### config.mk
export PLATFORM = sky130hd
export DESIGN_NAME = cmp_out_gen
export DESIGN_NICKNAME = d
export VERILOG_FILES = /design/src/rtl/cmp_out_pkg.sv /design/src/rtl/cmp_counter.sv /design/src/rtl/cmp_level_dec.sv /design/src/rtl/cmp_out_reg.sv /design/src/rtl/cmp_out_gen.sv
export SDC_FILE = /design/constraint.sdc
export NUM_CORES = 1
export LEC_CHECK = 0
export CORE_ASPECT_RATIO = 1.1
export CORE_MARGIN = 3
export CORE_UTILIZATION = 55
export CTS_CLUSTER_DIAMETER = 80
export DETAILED_ROUTE_END_ITERATION = 12
export PLACE_DENSITY = 0.85
export SYNTH_ARGS = -nofsm -noshare
export SYNTH_HDL_FRONTEND = slang
export SYNTH_SLANG_ARGS = --single-unit
### constraint.sdc
create_clock -name clk_i -period 3.39 [get_ports clk_i]
set_clock_uncertainty 0.15 [all_clocks]
set_input_delay 0.8475 -clock clk_i [delete_from_list [all_inputs] [get_ports clk_i]]
set_output_delay 0.8475 -clock clk_i [all_outputs]
set_load 0.1 [all_outputs]
### src/rtl/cmp_out_pkg.sv
package cmp_out_pkg;
  typedef enum logic [2:0] {
    MODE_HOLD    = 3'b000,
    MODE_SET     = 3'b001,
    MODE_CLR     = 3'b010,
    MODE_TGL     = 3'b011,
    MODE_FLO     = 3'b100,
    MODE_FHI     = 3'b101,
    MODE_PWM_POS = 3'b110,
    MODE_PWM_NEG = 3'b111
  } cmp_mode_e;
endpackage

### src/rtl/cmp_counter.sv
module cmp_counter #(
  parameter int unsigned W = 16
) (
  input  logic         clk_i,
  input  logic         rst_ni,
  input  logic         en_i,
  input  logic         down_i,
  input  logic [W-1:0] reload_i,
  output logic [W-1:0] cnt_o,
  output logic         wrap_o
);
  localparam logic [W-1:0] ONE = W'(1);

  logic [W-1:0] cnt_q, cnt_d;
  logic         wrap;

  always_comb begin
    if (down_i) begin
      wrap  = (cnt_q == '0) || (cnt_q > reload_i);
      cnt_d = wrap ? reload_i : cnt_q - ONE;
    end else begin
      // >= so a lowered reload takes effect without running the full range
      wrap  = (cnt_q >= reload_i);
      cnt_d = wrap ? '0 : cnt_q + ONE;
    end
  end

  always_ff @(posedge clk_i or negedge rst_ni) begin
    if (!rst_ni)   cnt_q <= '0;
    else if (en_i) cnt_q <= cnt_d;
  end

  assign cnt_o  = cnt_q;
  assign wrap_o = wrap;

  assert_up_step_R1: assert property (@(posedge clk_i) disable iff (!rst_ni)
    (en_i && !down_i && cnt_q < reload_i) |=> cnt_q == $past(cnt_q) + ONE);
  assert_up_wrap_R1: assert property (@(posedge clk_i) disable iff (!rst_ni)
    (en_i && !down_i && cnt_q >= reload_i) |=> cnt_q == '0);
  assert_dn_step_R2: assert property (@(posedge clk_i) disable iff (!rst_ni)
    (en_i && down_i && cnt_q != '0 && cnt_q <= reload_i) |=> cnt_q == $past(cnt_q) - ONE);
  assert_dn_reload_R2: assert property (@(posedge clk_i) disable iff (!rst_ni)
    (en_i && down_i && (cnt_q == '0 || cnt_q > reload_i)) |=> cnt_q == $past(reload_i));
  assert_freeze_R10: assert property (@(posedge clk_i) disable iff (!rst_ni)
    !en_i |=> $stable(cnt_q));
endmodule

### src/rtl/cmp_level_dec.sv
module cmp_level_dec
  import cmp_out_pkg::*;
#(
  parameter int unsigned W = 16
) (
  input  logic [2:0]   mode_i,
  input  logic         down_i,
  input  logic [W-1:0] cnt_i,
  input  logic [W-1:0] cmp_i,
  input  logic         level_q_i,
  output logic         eq_o,
  output logic         level_d_o
);
  cmp_mode_e mode;
  logic      pwm_act;

  assign mode = cmp_mode_e'(mode_i);
  assign eq_o = (cnt_i == cmp_i);

  // zero threshold saturates inactive in both directions
  always_comb begin
    if (down_i) pwm_act = (cmp_i != '0) && (cnt_i <= cmp_i);
    else        pwm_act = (cnt_i < cmp_i);
  end

  always_comb begin
    level_d_o = level_q_i;
    unique case (mode)
      MODE_HOLD:    level_d_o = level_q_i;
      MODE_SET:     if (eq_o) level_d_o = 1'b1;
      MODE_CLR:     if (eq_o) level_d_o = 1'b0;
      MODE_TGL:     if (eq_o) level_d_o = ~level_q_i;
      MODE_FLO:     level_d_o = 1'b0;
      MODE_FHI:     level_d_o = 1'b1;
      MODE_PWM_POS: level_d_o = pwm_act;
      MODE_PWM_NEG: level_d_o = ~pwm_act;
      default:      level_d_o = level_q_i;
    endcase
  end
endmodule

### src/rtl/cmp_out_reg.sv
module cmp_out_reg
  import cmp_out_pkg::*;
(
  input  logic       clk_i,
  input  logic       rst_ni,
  input  logic       en_i,
  input  logic [2:0] mode_i,
  input  logic       eq_i,
  input  logic       wrap_i,
  input  logic       level_d_i,
  output logic       level_q_o,
  output logic       match_o,
  output logic       ovf_o
);
  logic level_q, match_q, ovf_q;

  always_ff @(posedge clk_i or negedge rst_ni) begin
    if (!rst_ni) begin
      level_q <= 1'b0;
      match_q <= 1'b0;
      ovf_q   <= 1'b0;
    end else begin
      match_q <= en_i & eq_i;
      ovf_q   <= en_i & wrap_i;
      if (en_i) level_q <= level_d_i;
    end
  end

  assign level_q_o = level_q;
  assign match_o   = match_q;
  assign ovf_o     = ovf_q;

  assert_ovf_src_R3: assert property (@(posedge clk_i) disable iff (!rst_ni)
    (en_i && wrap_i) |=> ovf_q);
  assert_match_src_R4: assert property (@(posedge clk_i) disable iff (!rst_ni)
    (en_i && eq_i) |=> match_q);
  assert_hold_R5: assert property (@(posedge clk_i) disable iff (!rst_ni)
    (en_i && mode_i == MODE_HOLD) |=> level_q == $past(level_q));
  assert_set_R5: assert property (@(posedge clk_i) disable iff (!rst_ni)
    (en_i && mode_i == MODE_SET && eq_i) |=> level_q);
  assert_clr_R5: assert property (@(posedge clk_i) disable iff (!rst_ni)
    (en_i && mode_i == MODE_CLR && eq_i) |=> !level_q);
  assert_tgl_R6: assert property (@(posedge clk_i) disable iff (!rst_ni)
    (en_i && mode_i == MODE_TGL && eq_i) |=> level_q != $past(level_q));
  assert_force_hi_R7: assert property (@(posedge clk_i) disable iff (!rst_ni)
    (en_i && mode_i == MODE_FHI) |=> level_q);
  assert_force_lo_R7: assert property (@(posedge clk_i) disable iff (!rst_ni)
    (en_i && mode_i == MODE_FLO) |=> !level_q);
  assert_idle_R10: assert property (@(posedge clk_i) disable iff (!rst_ni)
    !en_i |=> (!match_q && !ovf_q && level_q == $past(level_q)));
endmodule

### src/rtl/cmp_out_gen.sv
module cmp_out_gen
  import cmp_out_pkg::*;
#(
  parameter int unsigned CNT_W = 16
) (
  input  logic             clk_i,
  input  logic             rst_ni,
  input  logic             cnt_en_i,
  input  logic             down_i,
  input  logic [CNT_W-1:0] reload_i,
  input  logic [CNT_W-1:0] cmp_i,
  input  logic [2:0]       mode_i,
  output logic             prep_o,
  output logic             match_o,
  output logic             ovf_o
);
  logic [CNT_W-1:0] cnt;
  logic             wrap, eq, level_d, level_q;

  cmp_counter #(.W(CNT_W)) u_counter (
    .clk_i    (clk_i),
    .rst_ni   (rst_ni),
    .en_i     (cnt_en_i),
    .down_i   (down_i),
    .reload_i (reload_i),
    .cnt_o    (cnt),
    .wrap_o   (wrap)
  );

  cmp_level_dec #(.W(CNT_W)) u_level_dec (
    .mode_i    (mode_i),
    .down_i    (down_i),
    .cnt_i     (cnt),
    .cmp_i     (cmp_i),
    .level_q_i (level_q),
    .eq_o      (eq),
    .level_d_o (level_d)
  );

  cmp_out_reg u_out_reg (
    .clk_i     (clk_i),
    .rst_ni    (rst_ni),
    .en_i      (cnt_en_i),
    .mode_i    (mode_i),
    .eq_i      (eq),
    .wrap_i    (wrap),
    .level_d_i (level_d),
    .level_q_o (level_q),
    .match_o   (match_o),
    .ovf_o     (ovf_o)
  );

  assign prep_o = level_q;

  assert_sat_hi_R9: assert property (@(posedge clk_i) disable iff (!rst_ni)
    (cnt_en_i && mode_i == MODE_PWM_POS && cmp_i > reload_i && cnt <= reload_i) |=> prep_o);
  assert_sat_lo_R9: assert property (@(posedge clk_i) disable iff (!rst_ni)
    (cnt_en_i && mode_i == MODE_PWM_POS && cmp_i == '0) |=> !prep_o);
  assert_pwm_inv_R8: assert property (@(posedge clk_i) disable iff (!rst_ni)
    (cnt_en_i && mode_i == MODE_PWM_NEG && !down_i && cnt < cmp_i) |=> !prep_o);
endmodule

==> results of run 1 <==
==> power by group through the flow <==
stage               sequential [mW]  clock, mW  combinational (mW)
global placement              0.515          0                1.42
floorplan                     0.501          0               0.989
finish                        0.546      0.174                1.67
CTS                           0.527      0.170                1.53
global route                  0.563      0.179                1.82
detailed placement            0.523          0                1.48
==> worst paths after layout <==
check / from / to / slack (ns) / cells after the start
max in group asynchronous: rst_ni / u_counter.cnt_o[14]$_DFFE_PN0P_ / 2.10 / 2
hold reg to reg: u_out_reg.level_q_o$_DFFE_PN0P_ / u_out_reg.level_q_o$_DFFE_PN0P_ / 0.40 / 1
hold / removal: u_out_reg.level_q_o$_DFFE_PN0P_ / u_out_reg.level_q_o$_DFFE_PN0P_ / 0.40 / 1
setup reg to reg: u_counter.cnt_o[12]$_DFFE_PN0P_ / u_counter.cnt_o[12]$_DFFE_PN0P_ / 0.54 / 8
min in group asynchronous: rst_ni / u_counter.cnt_o[8]$_DFFE_PN0P_ / 0.77 / 2
setup / recovery: reload_i[11] / u_counter.cnt_o[12]$_DFFE_PN0P_ / 0.06 / 10
==> registers in the layout, summed over array words and instances (netlist names) <==
signal and count:
u_counter.cnt_o 16, u_out_reg.level_q_o 1, u_out_reg.match_o 1, u_out_reg.ovf_o 1
==> through the flow <==
| step | total power [mW] | hold slack (ns) | setup TNS (ns) | worst slack [ns] |
|---|---|---|---|---|
| 4_1_cts | 2.23 | 0.392 | 0 | 0.0175 |
| 2_1_floorplan | 1.49 | 0.402 | 0 | 0.303 |
| 3_5_place_dp | 2.00 | 0.370 | -4.13 | -0.361 |
| 5_1_grt | 2.57 | 0.435 | 0 | 0.00143 |
| 6_report | 2.39 | 0.398 | 0 | 0.0599 |
| 3_3_place_gp | 1.94 | 0.375 | -3.23 | -0.311 |
==> area by class of cell <==
class                   instances  area, sq um
clock inverters                 1         5.00
clock buffers                   3         41.3
well taps                      54         67.6
inverters                      43          161
multi-input cells             250         1990
fillers                       312          915
repair buffers                 82          726
flip-flops and latches         19          475
==> synth_stat cells (3+ instances only) <==
master / instances
dfrtp_1: 19
a21oi_1: 16
inv_1: 43
o311ai_0: 3
nand2_1: 23
mux2i_1: 14
and2_1: 3
nand3_1: 14
xor2_1: 4
and3_1: 5
nor4_1: 8
nor3_1: 18
or4_1: 3
nand4_1: 8
nand2b_1: 3
nand4b_1: 3
xnor2_1: 6
o21ai_0: 16
o211ai_1: 4
ha_1: 35
a211oi_1: 3
nor2_1: 17
o221ai_1: 6
buf_2: 4
clkbuf_1: 10
==> cell families (layout without fill, tap and decap cells) <==
| kind of cell | Yosys count | in the layout |
|---|---|---|
| AOI/OAI and AO/OA | 74 | 74 |
| muxes | 14 | 14 |
| adders and majority gates | 35 | 35 |
| and+or+nand+nor | 117 | 117 |
| DFF | 19 | 19 |
| buffers and inverters | 59 | 129 |
| xor gates and xnor gates | 10 | 10 |
==> metal layers <==
metal	up-vias	GRT usage (%)
li1	1348	-
met1	1330	33.4
met2	162	47.7
met3	36	3.41
met4	0	10.9
met5	-	0
==> repair_timing <==
item                                    CTS  global route
pin swaps                                 4             5
endpoints found under the setup margin    2            17
gates resized for setup                   9            17
buffers inserted                          0             1
==> results.md, run 1 <==
* Initial antenna violation count at 0
* Power Dens Cells at between 600 and 700 mW/mm^2
* Total die area at 0.00544 sq mm
* CTS tree: built
* Hold buffer count at cts at 0
* Max-slew violation count at 0
* Cell Chain, Critical Path: clkdlybuf4s50_1, inv_1, ha_4, a21oi_2, nor2_1, or3_4, or3_4, or2_4, or4_4, o221ai_2
* First-pass GRT wire length at approximately 12000 um
* Die W at between 70 and 80 um
* Crit path kind: in -> reg
* Max-cap check violation count at 0
* Critical path fanouts, max at 3
* Psw at about 1.2 mW
* Root buf cell: clkbuf_8
* LEAKAGE at around 1.6 nW
* Final worst-path cycle share at about 98%
* Clk pwr share at 7.3%
* Final hold violation count at 0
* Synth Instances at 328
* Bufs on Longest Clock Path at 2
* # diodes at 0
* Synth Area in XOR/XNOR at under 10%
* Area contributors post-synth: dfrtp_1 19%, ha_1 17%, inv_1 6.4%, mux2i_1 5.5%, nor3_1 3.6%
* Final setup fails at 0
* Final WL at about 7800 um
* Core area at between 0.004 and 0.005 sq mm
* Clk_lat worst skew at 0.27 ns
* Vias at about 2900
* Synth Area in Compound Gates at a little over 20%
* Ys flop type: dfrtp_1
* Met3 WL at slightly below 600 um
* Final core occ at 79.1%
* Syn_area_per_cell at roughly 7.7 sq um
* Post-Layout Inst Area at 0.00346 sq mm
* Relative slew slack at 55.3%
* Mux cell area share after synthesis at 5.55%
* HPWL after detailed placement at approximately 5700 um
* All-Layer GR Usage at a little over a quarter
* Nets@finish at ~470
* Startpoint Class: input pin
* Area Overhead vs Synth at 37.1%
* Synthesized net count at 402
* CP Capture Type: register
* Routed vias/inst at around 6.4
* Vias in the first global route at approximately 2800
* WP buf/inv at 2
* Commonest cells after routing, fill and taps aside: 43 x buf_4, 42 x inv_1, 37 x clkdlybuf4s50_1
* Inst Count DP at roughly 450
* Placer Congestion at between 0.8 and 0.9
* Row cnt at 25
* Power share of the combinational group at between 60% and 70%
* Max Used Layer: met4
* Global route total overflow at 0
* Top Ports at between 40 and 50
* Post-synthesis sequential area ratio at about a fifth
* Min Tclk post-route at roughly 3.3 ns
* Routed Antenna Nets at 0
* CP required at ~3.4 ns
* Post-synth EDFFs at 0
* Seq cells post-synth at 19
* Status: finished clean
* Least-Margin Pin Slew at 0.669 ns
* # H-tree levels at 1
* Placement Cell Area at about 0.0032 sq mm
* Switching Fraction at 49.1%
* Share of cells above drive strength 1 at approximately 19%
* Largest net degree at the start of global routing at 22
* Flop pwr share at 22.9%
* Remaining DRCs at 0
* Sink Count at 19
* Met2 WL at 3960 um
* Post-Synth Simple-Gate Area at between 20% and 30%
* I/O Buffers at just over 40
* Worst vdd ir at between 0.0003 and 0.0004 V
* Slowest CP cell: clkdlybuf4s50_1
* DR pass1 iterations at 6
* Most frequent CP cell: or3_4
* WL met1 at ~3000 um
* CP delay by family, top: simple AND/OR/NAND/NOR gates
* Yosys synthesis warning count at 0
* Initial DRC Count at about 270
* Most common cell after layout, fill and taps aside: buf_4
* Largest family of logic cells by synthesized area: simple AND/OR/NAND/NOR gates
* Share of the synthesized area in the top cell type at a little under a fifth
* Unrepaired setup endpoints after global routing: no
* Cell Int Power at 1.21 mW
* Clock slew at reported path FFs at roughly 0.090 ns
* Fmax at between 300 and 400 MHz
* Initial core utilization at between 50% and 60%
* Synth Area in Adders at approximately 17%
* Die H at 77.1 um
* Ys async rst share at 100%
* Layout Cells excl Fill at between 400 and 500
* Max incr delay on CP at 0.49 ns
* Num CTS Buffers at 3
* Synthesized area at between 0.002 and 0.003 sq mm
* Arrival @ worst endpoint at roughly 3.4 ns
* Worst Hold Class: reg -> reg
* Synth area leader: dfrtp_1
* Post-synth cell types at between 50 and 60
* Post-DR wirelength/cell at 17.2 um
No activity file was read; power rests on OpenSTA's default activity.
==> inputs of run 2 (changes only) <==
Settings changed: GPL_TIMING_DRIVEN set to 1.
==> results of run 2 <==
No change in the layout: final DEF, timing and power equal those of run 1.
